[src/rtl/smul_pkg.sv]
package smul_pkg;

  typedef enum logic [1:0] {
    SEQ_IDLE = 2'd0,
    SEQ_RUN  = 2'd1,
    SEQ_FIN  = 2'd2
  } seq_state_e;

  typedef enum logic [2:0] {
    BD_ZERO = 3'd0,
    BD_P1   = 3'd1,
    BD_P2   = 3'd2,
    BD_M1   = 3'd3,
    BD_M2   = 3'd4
  } booth_e;

  // Radix-4 Booth recode of {b[i+1], b[i], b[i-1]}
  function automatic booth_e booth_recode(input logic [2:0] trio);
    case (trio)
      3'b001, 3'b010: return BD_P1;
      3'b011:         return BD_P2;
      3'b100:         return BD_M2;
      3'b101, 3'b110: return BD_M1;
      default:        return BD_ZERO;
    endcase
  endfunction

  // True when every bit of the slice is equal (pure sign run)
  function automatic logic sign_run(input logic [127:0] v, input int unsigned nbits);
    logic all1, all0;
    all1 = 1'b1;
    all0 = 1'b1;
    for (int k = 0; k < 128; k++) begin
      if (k < nbits) begin
        all1 = all1 & v[k];
        all0 = all0 & ~v[k];
      end
    end
    return all1 | all0;
  endfunction

endpackage

[src/rtl/smul_opsel.sv]
module smul_opsel #(
  parameter int XLEN = 64,
  parameter int CW   = 6
) (
  input  logic            word_i,
  input  logic [XLEN-1:0] a_i,
  input  logic [XLEN-1:0] b_i,
  output logic [XLEN-1:0] mcand_o,
  output logic [XLEN-1:0] mplier_o,
  output logic [CW-1:0]   steps_o
);
  localparam int H = XLEN / 2;

  always_comb begin
    if (word_i) begin
      mcand_o  = {{(XLEN-H){a_i[H-1]}}, a_i[H-1:0]};
      mplier_o = {{(XLEN-H){b_i[H-1]}}, b_i[H-1:0]};
      steps_o  = CW'(H / 2);
    end else begin
      mcand_o  = a_i;
      mplier_o = b_i;
      steps_o  = CW'(XLEN / 2);
    end
  end

endmodule

[src/rtl/smul_booth_core.sv]
module smul_booth_core
  import smul_pkg::*;
#(
  parameter int XLEN = 64,
  parameter int CW   = 6
) (
  input  logic            clk,
  input  logic            rst_n,
  input  logic            load_i,
  input  logic [XLEN-1:0] mcand_i,
  input  logic [XLEN-1:0] mplier_i,
  input  logic [CW-1:0]   steps_i,
  output logic            running_o,
  output logic            last_o,
  output logic [XLEN+1:0] acc_hi_o,
  output logic [XLEN-1:0] acc_lo_o
);
  localparam int HW = XLEN + 2;
  localparam int FW = 2 * XLEN + 2;

  logic [XLEN-1:0] mcand_q;
  logic [XLEN-1:0] mq_q;
  logic            prev_q;
  logic [CW-1:0]   cnt_q;
  logic [HW-1:0]   hi_q;
  logic [XLEN-1:0] lo_q;

  booth_e          digit;
  logic [HW-1:0]   ax;
  logic [HW-1:0]   pp;
  logic [HW-1:0]   sum;
  logic [FW-1:0]   shifted;

  assign digit = booth_recode({mq_q[1:0], prev_q});
  assign ax    = {{2{mcand_q[XLEN-1]}}, mcand_q};

  always_comb begin
    case (digit)
      BD_P1:   pp = ax;
      BD_P2:   pp = ax << 1;
      BD_M1:   pp = -ax;
      BD_M2:   pp = -(ax << 1);
      default: pp = '0;
    endcase
  end

  assign sum     = hi_q + pp;
  assign shifted = FW'($signed({sum, lo_q}) >>> 2);

  assign running_o = (cnt_q != '0);
  assign last_o    = (cnt_q == CW'(1));
  assign acc_hi_o  = hi_q;
  assign acc_lo_o  = lo_q;

  always_ff @(posedge clk or negedge rst_n) begin
    if (!rst_n) begin
      mcand_q <= '0;
      mq_q    <= '0;
      prev_q  <= 1'b0;
      cnt_q   <= '0;
      hi_q    <= '0;
      lo_q    <= '0;
    end else if (load_i) begin
      mcand_q <= mcand_i;
      mq_q    <= mplier_i;
      prev_q  <= 1'b0;
      cnt_q   <= steps_i;
      hi_q    <= '0;
      lo_q    <= '0;
    end else if (running_o) begin
      mq_q    <= mq_q >> 2;
      prev_q  <= mq_q[1];
      cnt_q   <= cnt_q - CW'(1);
      hi_q    <= shifted[FW-1:XLEN];
      lo_q    <= shifted[XLEN-1:0];
    end
  end

  a_r7_no_reload: assert property (@(posedge clk) disable iff (!rst_n)
    load_i |-> !running_o);

  a_r6_step_bound: assert property (@(posedge clk) disable iff (!rst_n)
    cnt_q <= CW'(XLEN / 2));

  a_r6_count_down: assert property (@(posedge clk) disable iff (!rst_n)
    (running_o && !load_i) |=> (cnt_q == $past(cnt_q) - CW'(1)));

endmodule

[src/rtl/smul_result_fmt.sv]
module smul_result_fmt
  import smul_pkg::*;
#(
  parameter int XLEN = 64
) (
  input  logic            clk,
  input  logic            rst_n,
  input  logic            check_i,
  input  logic            word_i,
  input  logic [XLEN+1:0] acc_hi_i,
  input  logic [XLEN-1:0] acc_lo_i,
  output logic [XLEN-1:0] res_o,
  output logic            ovf_o
);
  localparam int H = XLEN / 2;

  logic [XLEN-1:0] p_word;
  logic [H:0]      word_win;
  logic [XLEN:0]   dw_win;
  logic            word_fits;
  logic            dw_fits;

  // word mode: 2*H-bit product = hi[H-1:0] : lo[XLEN-1:H]
  assign p_word   = {acc_hi_i[H-1:0], acc_lo_i[XLEN-1:H]};
  assign word_win = p_word[XLEN-1:H-1];
  assign dw_win   = {acc_hi_i[XLEN-1:0], acc_lo_i[XLEN-1]};

  assign word_fits = sign_run(128'(word_win), H + 1);
  assign dw_fits   = sign_run(128'(dw_win), XLEN + 1);

  assign res_o = word_i ? p_word : acc_lo_i;
  assign ovf_o = word_i ? ~word_fits : ~dw_fits;

  // a 32x32 product never reaches above bit 63: upper accumulator is sign fill
  a_r1_word_hi_fill: assert property (@(posedge clk) disable iff (!rst_n)
    (check_i && word_i) |-> (acc_hi_i[XLEN+1:H] == {(XLEN+2-H){acc_hi_i[H-1]}}));

  a_r3_dw_hi_fill: assert property (@(posedge clk) disable iff (!rst_n)
    (check_i && !word_i) |-> (acc_hi_i[XLEN+1:XLEN] == {2{acc_hi_i[XLEN-1]}}));

endmodule

[src/rtl/smul_ovf.sv]
module smul_ovf
  import smul_pkg::*;
#(
  parameter int XLEN = 64
) (
  input  logic            clk,
  input  logic            rst_n,
  input  logic            start_i,
  input  logic            dword_i,
  input  logic [XLEN-1:0] opa_i,
  input  logic [XLEN-1:0] opb_i,
  output logic            busy_o,
  output logic            valid_o,
  output logic [XLEN-1:0] result_o,
  output logic            ovf_o
);
  localparam int CW = $clog2(XLEN / 2 + 1);

  seq_state_e      state_q;
  logic            word_q;
  logic            valid_q;
  logic [XLEN-1:0] res_q;
  logic            ovf_q;

  logic            accept;
  logic            start_dropped;
  logic            fin_evt;

  logic [XLEN-1:0] mcand;
  logic [XLEN-1:0] mplier;
  logic [CW-1:0]   steps;
  logic            core_running;
  logic            core_last;
  logic [XLEN+1:0] acc_hi;
  logic [XLEN-1:0] acc_lo;
  logic [XLEN-1:0] fmt_res;
  logic            fmt_ovf;

  assign accept        = start_i && (state_q == SEQ_IDLE);
  assign start_dropped = start_i && (state_q != SEQ_IDLE);
  assign fin_evt       = (state_q == SEQ_FIN);

  smul_opsel #(.XLEN(XLEN), .CW(CW)) u_opsel (
    .word_i   (~dword_i),
    .a_i      (opa_i),
    .b_i      (opb_i),
    .mcand_o  (mcand),
    .mplier_o (mplier),
    .steps_o  (steps)
  );

  smul_booth_core #(.XLEN(XLEN), .CW(CW)) u_core (
    .clk       (clk),
    .rst_n     (rst_n),
    .load_i    (accept),
    .mcand_i   (mcand),
    .mplier_i  (mplier),
    .steps_i   (steps),
    .running_o (core_running),
    .last_o    (core_last),
    .acc_hi_o  (acc_hi),
    .acc_lo_o  (acc_lo)
  );

  smul_result_fmt #(.XLEN(XLEN)) u_fmt (
    .clk      (clk),
    .rst_n    (rst_n),
    .check_i  (fin_evt),
    .word_i   (word_q),
    .acc_hi_i (acc_hi),
    .acc_lo_i (acc_lo),
    .res_o    (fmt_res),
    .ovf_o    (fmt_ovf)
  );

  always_ff @(posedge clk or negedge rst_n) begin
    if (!rst_n) begin
      state_q <= SEQ_IDLE;
      word_q  <= 1'b0;
      valid_q <= 1'b0;
      res_q   <= '0;
      ovf_q   <= 1'b0;
    end else begin
      valid_q <= 1'b0;
      case (state_q)
        SEQ_IDLE: if (accept) begin
          state_q <= SEQ_RUN;
          word_q  <= ~dword_i;
        end
        SEQ_RUN: if (core_running && core_last) state_q <= SEQ_FIN;
        SEQ_FIN: begin
          res_q   <= fmt_res;
          ovf_q   <= fmt_ovf;
          valid_q <= 1'b1;
          state_q <= SEQ_IDLE;
        end
        default: state_q <= SEQ_IDLE;
      endcase
    end
  end

  assign busy_o   = (state_q != SEQ_IDLE);
  assign valid_o  = valid_q;
  assign result_o = res_q;
  assign ovf_o    = ovf_q;

  a_r6_valid_idle: assert property (@(posedge clk) disable iff (!rst_n)
    valid_o |-> !busy_o);

  a_r6_valid_pulse: assert property (@(posedge clk) disable iff (!rst_n)
    valid_o |=> !valid_o);

  a_r6_accept_busy: assert property (@(posedge clk) disable iff (!rst_n)
    accept |=> busy_o);

  a_r6_run_has_steps: assert property (@(posedge clk) disable iff (!rst_n)
    (state_q == SEQ_RUN) |-> core_running);

  a_r7_drop_keeps_mode: assert property (@(posedge clk) disable iff (!rst_n)
    start_dropped |=> $stable(word_q));

  a_r7_drop_no_restart: assert property (@(posedge clk) disable iff (!rst_n)
    (start_dropped && fin_evt) |=> (valid_o && !busy_o));

  a_r8_hold: assert property (@(posedge clk) disable iff (!rst_n)
    !fin_evt |=> ($stable(result_o) && $stable(ovf_o)));

endmodule

[config.mk]
export PLATFORM = sky130hd
export DESIGN_NAME = smul_ovf
export DESIGN_NICKNAME = d
export VERILOG_FILES = /design/src/rtl/smul_pkg.sv /design/src/rtl/smul_opsel.sv /design/src/rtl/smul_booth_core.sv /design/src/rtl/smul_result_fmt.sv /design/src/rtl/smul_ovf.sv
export SDC_FILE = /design/constraint.sdc
export NUM_CORES = 1
export LEC_CHECK = 0
export BUFFER_PORTS_ARGS = -buffer_cell sky130_fd_sc_hd__buf_2
export CAP_MARGIN = 20
export CORE_ASPECT_RATIO = 0.75
export CORE_MARGIN = 3
export CORE_UTILIZATION = 48
export CTS_BUF_LIST = sky130_fd_sc_hd__clkbuf_4 sky130_fd_sc_hd__clkbuf_8
export CTS_CLUSTER_DIAMETER = 120
export DETAILED_ROUTE_END_ITERATION = 10
export GPL_TIMING_DRIVEN = 0
export PLACE_DENSITY = 0.67
export SYNTH_ARGS = -nofsm -noshare
export SYNTH_HDL_FRONTEND = slang
export SYNTH_SLANG_ARGS = --single-unit
[constraint.sdc]
create_clock -name clk -period 7.4 [get_ports clk]
set_input_delay 0.37 -clock clk [delete_from_list [all_inputs] [get_ports clk]]
set_output_delay 0.37 -clock clk [all_outputs]
set_load 0.03 [all_outputs]
======== Word level (Yosys, flattened, before mapping) ========
Cells that the tools add are included.
cells by class
  reductions and logical operators ........ 10
  equality and inequality tests ........... 15
  add/sub/neg operators ................... 4
  multiplexer cells ....................... 21
  bitwise operators ....................... 198
operators with widths
  cell                                                 number
  two-way mux 64 bit                                   7
  one-hot mux 66 bit (4 select lines)                  1
  two-way mux 66 bit                                   2
  negation 66 bit                                      2
  AND 1 bit                                            128
  inverter 1 bit                                       68
  adder 66 bit                                         1
  two-way mux 6 bit                                    3
  equality test 3 x 2 -> 1 bit, second input constant  4
  equality test 3 bit, second input constant           4
  one-hot mux 3 bit (4 select lines)                   1
  equality test 3 x 1 -> 1 bit, second input constant  2
  equality test 6 x 1 -> 1 bit, second input constant  1
  nonzero test 6 bit                                   1
  subtractor 6 x 1 -> 6 bit, second input constant     1
  two-way mux 1 bit                                    4
  two-way mux 2 bit                                    2
  != test 2 bit, second input constant                 2
  one-hot mux 2 bit (2 select lines)                   1
  AND reduction 2 bit                                  2
  nonzero test 2 bit                                   2
  OR reduction 2 bit                                   2
  equality test 2 x 1 -> 1 bit, second input constant  1
  equality test 2 bit, second input constant           1
  3 further kinds                                      5
storage, ports and cells
  input port bits ......................... 132
  word-level logic and storage cells ...... 259
  output and inout bits ................... 67
  bits in registers ....................... 334

======== Depth between registers and ports, before layout ========
  depth after elaboration ................. 68
  gate-level depth with buffers ........... 25
  gate-level depth less buffers ........... 23

======== Hierarchy ========
A second synthesis with hierarchy kept.
second synthesis, totals
  cell total of the unflattened synthesis .. 2,573
  area total of the unflattened synthesis .. 23,095.9 µm²
by module, submodules not included
  module           cells each  instances  area each (µm²)
  smul_booth_core  2,155       1          17,747.0
  smul_ovf         149         1          2,771.4
  smul_opsel       148         1          1,525.2
  smul_result_fmt  121         1          1,052.3

======== Worst setup path before layout ========
No wires, ideal clock.
  path kind ............................... register to register
  start ................................... register u_core.mcand_q[0]
  end ..................................... register u_core.hi_q[60], in the netlist u_core.acc_hi_o[60]
  cell stages (with the launch flop) ...... 25
  period minus slack after synthesis ...... 5.812 ns
  arrival time ............................ 5.713 ns
  buffers on the path ..................... 1
  data required time ...................... 7.301 ns
  slack ................................... 1.588 ns
  cell sequence ........................... dfrtp_1 inv_1 ha_1 or3b_2 nor4_1 nand3_1 or2_2 or3_1 or3_1 xnor2_1 o22ai_1 a32oi_1 o21ai_0 ha_1 clkbuf_1 and4_1 nand3_1 or3_1 o31a_1 o2111ai_1 o21ai_0 nor4_1 o311a_1 mux2i_1 a311oi_1
on the way
  cells in the longest elaborated chain, start to end .. 5
ends and longest elaborated chain
  item                                       line                                          source
  start: declaration                         smul_booth_core.sv:21                         logic [XLEN-1:0] mcand_q;
  start signal: assignment                   smul_booth_core.sv:64                         mcand_q <= mcand_i;
  negation 66 bit, on equally long branches  smul_booth_core.sv:41, smul_booth_core.sv:42
  one-hot mux 66 bit (4 select lines) *      smul_booth_core.sv:38                         case (digit)
  adder 66 bit *                             smul_booth_core.sv:47                         assign sum = hi_q + pp;
  two-way mux 66 bit *                       smul_booth_core.sv:70                         end else if (running_o) begin
  two-way mux 66 bit *                       smul_booth_core.sv:63                         end else if (load_i) begin
  end signal: assignment                     smul_booth_core.sv:74                         hi_q <= shifted[FW-1:XLEN];
  end: declaration                           smul_booth_core.sv:25                         logic [HW-1:0] hi_q;
Mark *: on every way between the ends. The rest lies on a longest branch, timed or not. The select of a mux whose other input is x is not followed.
A chain may end at the register's enable or synchronous reset.

======== Worst setup path after layout ========
  start ................................... register u_core.mq_q[1]
  end ..................................... register u_core.hi_q[52], in the netlist u_core.acc_hi_o[52]
on the way
  cells in the longest elaborated chain, start to end .. 8
ends and longest elaborated chain
  item                                               line                   source
  start: declaration                                 smul_booth_core.sv:22  logic [XLEN-1:0] mq_q;
  start signal: assignment                           smul_booth_core.sv:65  mq_q <= mplier_i;
  start signal: assignment                           smul_booth_core.sv:71  mq_q <= mq_q >> 2;
  equality test 3 bit, or another cell as far along  smul_pkg.sv:19         case (trio)
  OR reduction 2 bit                                 smul_pkg.sv:19
  one-hot mux 3 bit (4 select lines) *               smul_pkg.sv:19
  equality test 3 bit, or another cell as far along  smul_booth_core.sv:38
  one-hot mux 66 bit (4 select lines) *              smul_booth_core.sv:38
  adder 66 bit *                                     smul_booth_core.sv:47
  two-way mux 66 bit *                               smul_booth_core.sv:70
  two-way mux 66 bit *                               smul_booth_core.sv:63
Marks and branches as above.

==> run summary <==
ranking of synthesized cells by area = dfrtp_1 (38%), nand2_1 (12%), a21oi_1 (5.3%)
number of slew-limit violations in the final report = 0
Worst setup SP type = flop
sequential element share of the synthesized area = 0.380
worst slew slack as a fraction of its limit = 0.286
Syn Inst Count = 2770
routed length per instance = 22.8 um
remaining antenna violation count = 0
crit path DAT = 7.79 ns
worst skew pair latency = 0.69 ns
number of buffers on the longest clock path = 3
post-route insts no fill = 3779
register bit total from synthesis = 332
port buffer count = 198
number of warnings printed during yosys synthesis = 0
core area = 0.0448 mm2
most common cell after layout, fill and taps aside = nand2_1
Via density = 6.13
detailed-routing iteration count for the pre-antenna-repair pass = 6
pin slew with the least headroom to its limit = 1.07 ns
path class of the lowest-slack min-delay path = in2reg
Total Neg Setup Slack = 0 ns
setup repair after global routing missed its margin = false
DRC violation count after routing = 0
most area-hungry cell type in the Yosys netlist = dfrtp_1
Mapped Avg Cell Area = 7.89 um2
skew final = 0.0287 ns
via count = 23200
share of final-layout standard cells stronger than drive strength 1 = 0.108
most frequent cells in the layout = nand2_1 (681), dfrtp_1 (332), a21oi_1 (232), o21ai_0 (220), clkbuf_1 (202)
count of flip-flops with a built-in enable after synthesis = 0
Filler Cells Inserted = 4098
delay of the slowest cell on the worst path = 0.76 ns
final layout net count = 3348
maximum number of pins on one net before global-route repair = 115
critical path cell sequence = clkbuf_1 -> buf_1 -> clkbuf_1 -> buf_1 -> o21ai_0 -> nand3_1 -> o21ai_0 -> ha_1 -> a21oi_1 -> o21ai_0 -> a221oi_1 -> a2111oi_0 -> dlymetal6s2s_1 -> o21a_1 -> o21ai_0 -> o21ai_0 -> xor2_1 -> nand2_1 -> a21oi_1
maximum capacitance violations = 0
final worst-path cycle share = 0.973
crit end category = flop
initial DRC count = 2730
worst setup path category = reg2reg
Hold Crit Depth = 3
TritonCTS clock tree = built
Num CTS Buffers = 56
Top Ports = 199
root cell of the clock tree = clkbuf_8
antenna violations before repair = 1
post-synth top area share = 0.380
detailed placer's ending HPWL = 64600 um
time the worst path needs with I/O delays and setup = 7.20 ns
Overall Global Routing Usage = 0.352
post-synthesis cell type count = 79
minimum setup slack after placement = 0.00202 ns
result of the run = finished, final reports clean
slowest cell on the critical path = buf_1
async set-reset flop share out of synthesis = 1.00
clock input transition at the sequential cells of the worst setup and hold paths = 0.07 ns
chip width = 252 um
diode insertion count for antenna repair = 0
synthesized net count = 2971
setup slack of the critical path after layout = 0.202 ns
CP Data Required Time = 8.00 ns
main flop type after synthesis = dfrtp_1
aggregate global routing overflow = 0
post-detailed-routing wire length = 86200 um
maximum fanout count along the critical path = 10
floorplan die area = 0.0482 mm2
global-route wire length before repair = 131000 um
most frequent CP cell = o21ai_0
Area growth syn-to-layout = 19.6%
maximum operating frequency = 0.139 GHz
effective utilization at floorplan = 0.487
die height = 191 um
final weighted congestion of routability-driven global placement = 1.02
Rows = 67
total setup violations reported at the end of the flow = 0
placed cells = 3559
via count of the first global-routing pass = 21900
hold violation count in the final report = 0
H-tree level count = 2
clock tree sinks = 332
depth of the most critical reg-to-reg path = 19
netlist area before placement = 0.0219 mm2
==> cell families (layout without fill, tap and decap cells) <==
logic type                 after synthesis  in the layout  share of synthesized area
AOI/OAI and AO/OA                      802            802                      0.224
xor gates and xnor gates               138            138                     0.0553
adders and majority gates               69             69                     0.0398
buffers and inverters                  255            678                     0.0447
DFF                                    332            332                      0.380
muxes                                   85             85                     0.0391
and+or+nand+nor                       1089           1089                      0.216
==> worst paths after layout <==
path | slack [ns] | from | endpoint
worst min register to register | 0.48 | result_o[21] | result_o[21]
worst max-delay path | 0.20 | u_core.mq_q[1] | u_core.acc_hi_o[52]
min in group asynchronous | 0.22 | rst_n | result_o[20]
max in group asynchronous | 5.86 | rst_n | u_core.mcand_q[56]
worst max register to register | 0.20 | u_core.mq_q[1] | u_core.acc_hi_o[52]
worst min-delay path | 0.01 | opa_i[62] | u_core.mcand_q[62]
==> final cells by class <==
cell class / count / area (um2) / share of cell area
flip-flops and latches: 332 / 8310 / 0.318
multi-input cells: 2183 / 12600 / 0.481
inverters: 33 / 124 / 0.00474
repair buffers: 319 / 2260 / 0.0863
plain buffers: 222 / 852 / 0.0326
clock buffers: 88 / 1100 / 0.0420
clock inverters: 16 / 184 / 0.00704
well taps: 586 / 733 / 0.0280
==> synthesized netlist by cell type (14+ instances only) <==
cell	instances
nand2_1	681
dfrtp_1	332
a21oi_1	232
o21ai_0	220
clkbuf_1	202
nor2_1	143
a31oi_1	91
mux2i_1	82
xnor2_1	74
ha_1	68
xor2_1	64
nor3_1	49
a21o_1	42
nand3_1	42
a211oi_1	39
nand4_1	39
inv_1	32
nor4_1	32
a221oi_1	30
a22oi_1	23
or3_1	22
nand2b_1	17
buf_1	15
o21a_1	14
==> sequential cells by signal, summed over array words and instances (netlist names) <==
| signal | cells |
|---|---|
| ovf_o | 1 |
| result_o | 64 |
| state_q | 2 |
| u_core.acc_hi_o | 64 |
| u_core.acc_lo_o | 64 |
| u_core.cnt_q | 6 |
| u_core.mcand_q | 64 |
| u_core.mq_q | 64 |
| u_core.prev_q | 1 |
| valid_o | 1 |
| word_q | 1 |
==> metrics by stage <==
| stage | utilization | instance area (um2) | hold slack (ns) |
|---|---|---|---|
| after floorplan | - | 21900 | 0.0744 |
| after global placement | 0.526 | 23600 | 0.460 |
| after detailed placement | 0.528 | 23700 | 0.348 |
| after CTS | 0.582 | 26100 | 0.00123 |
| after global routing | 0.583 | 26100 | 0.0375 |
| final | 0.583 | 26100 | 0.0134 |
==> per-layer routing <==
layer,wire [um],vias to the layer above,GRT usage,part of all wire
met5,0,-,0,0
met4,2130,0,0.0942,0.025
met3,8970,138,0.0762,0.10
met2,35900,1124,0.510,0.42
met1,39200,11300,0.528,0.45
li1,-,10600,-,-
==> worst max-delay path, delay by kind of cell (launching register included) <==
kind / cells / cell delay [ns]
AOI/OAI and AO/OA: 10 / 2.94
buffers and inverters: 5 / 2.85
DFF: 1 / 0.32
xor gates and xnor gates: 1 / 0.32
and+or+nand+nor: 2 / 0.21
adders and majority gates: 1 / 0.48
==> repair_timing <==
action                                  in CTS  in global routing
hold endpoints to repair                   173                  0
hold buffers                               114                  0
gates resized for setup                      1                  2
setup buffers                                0                  0
endpoints found under the setup margin       2                  3
Power is not shown: default switching activity piles up to over one toggle a cycle in this logic, so the estimate is an artifact.
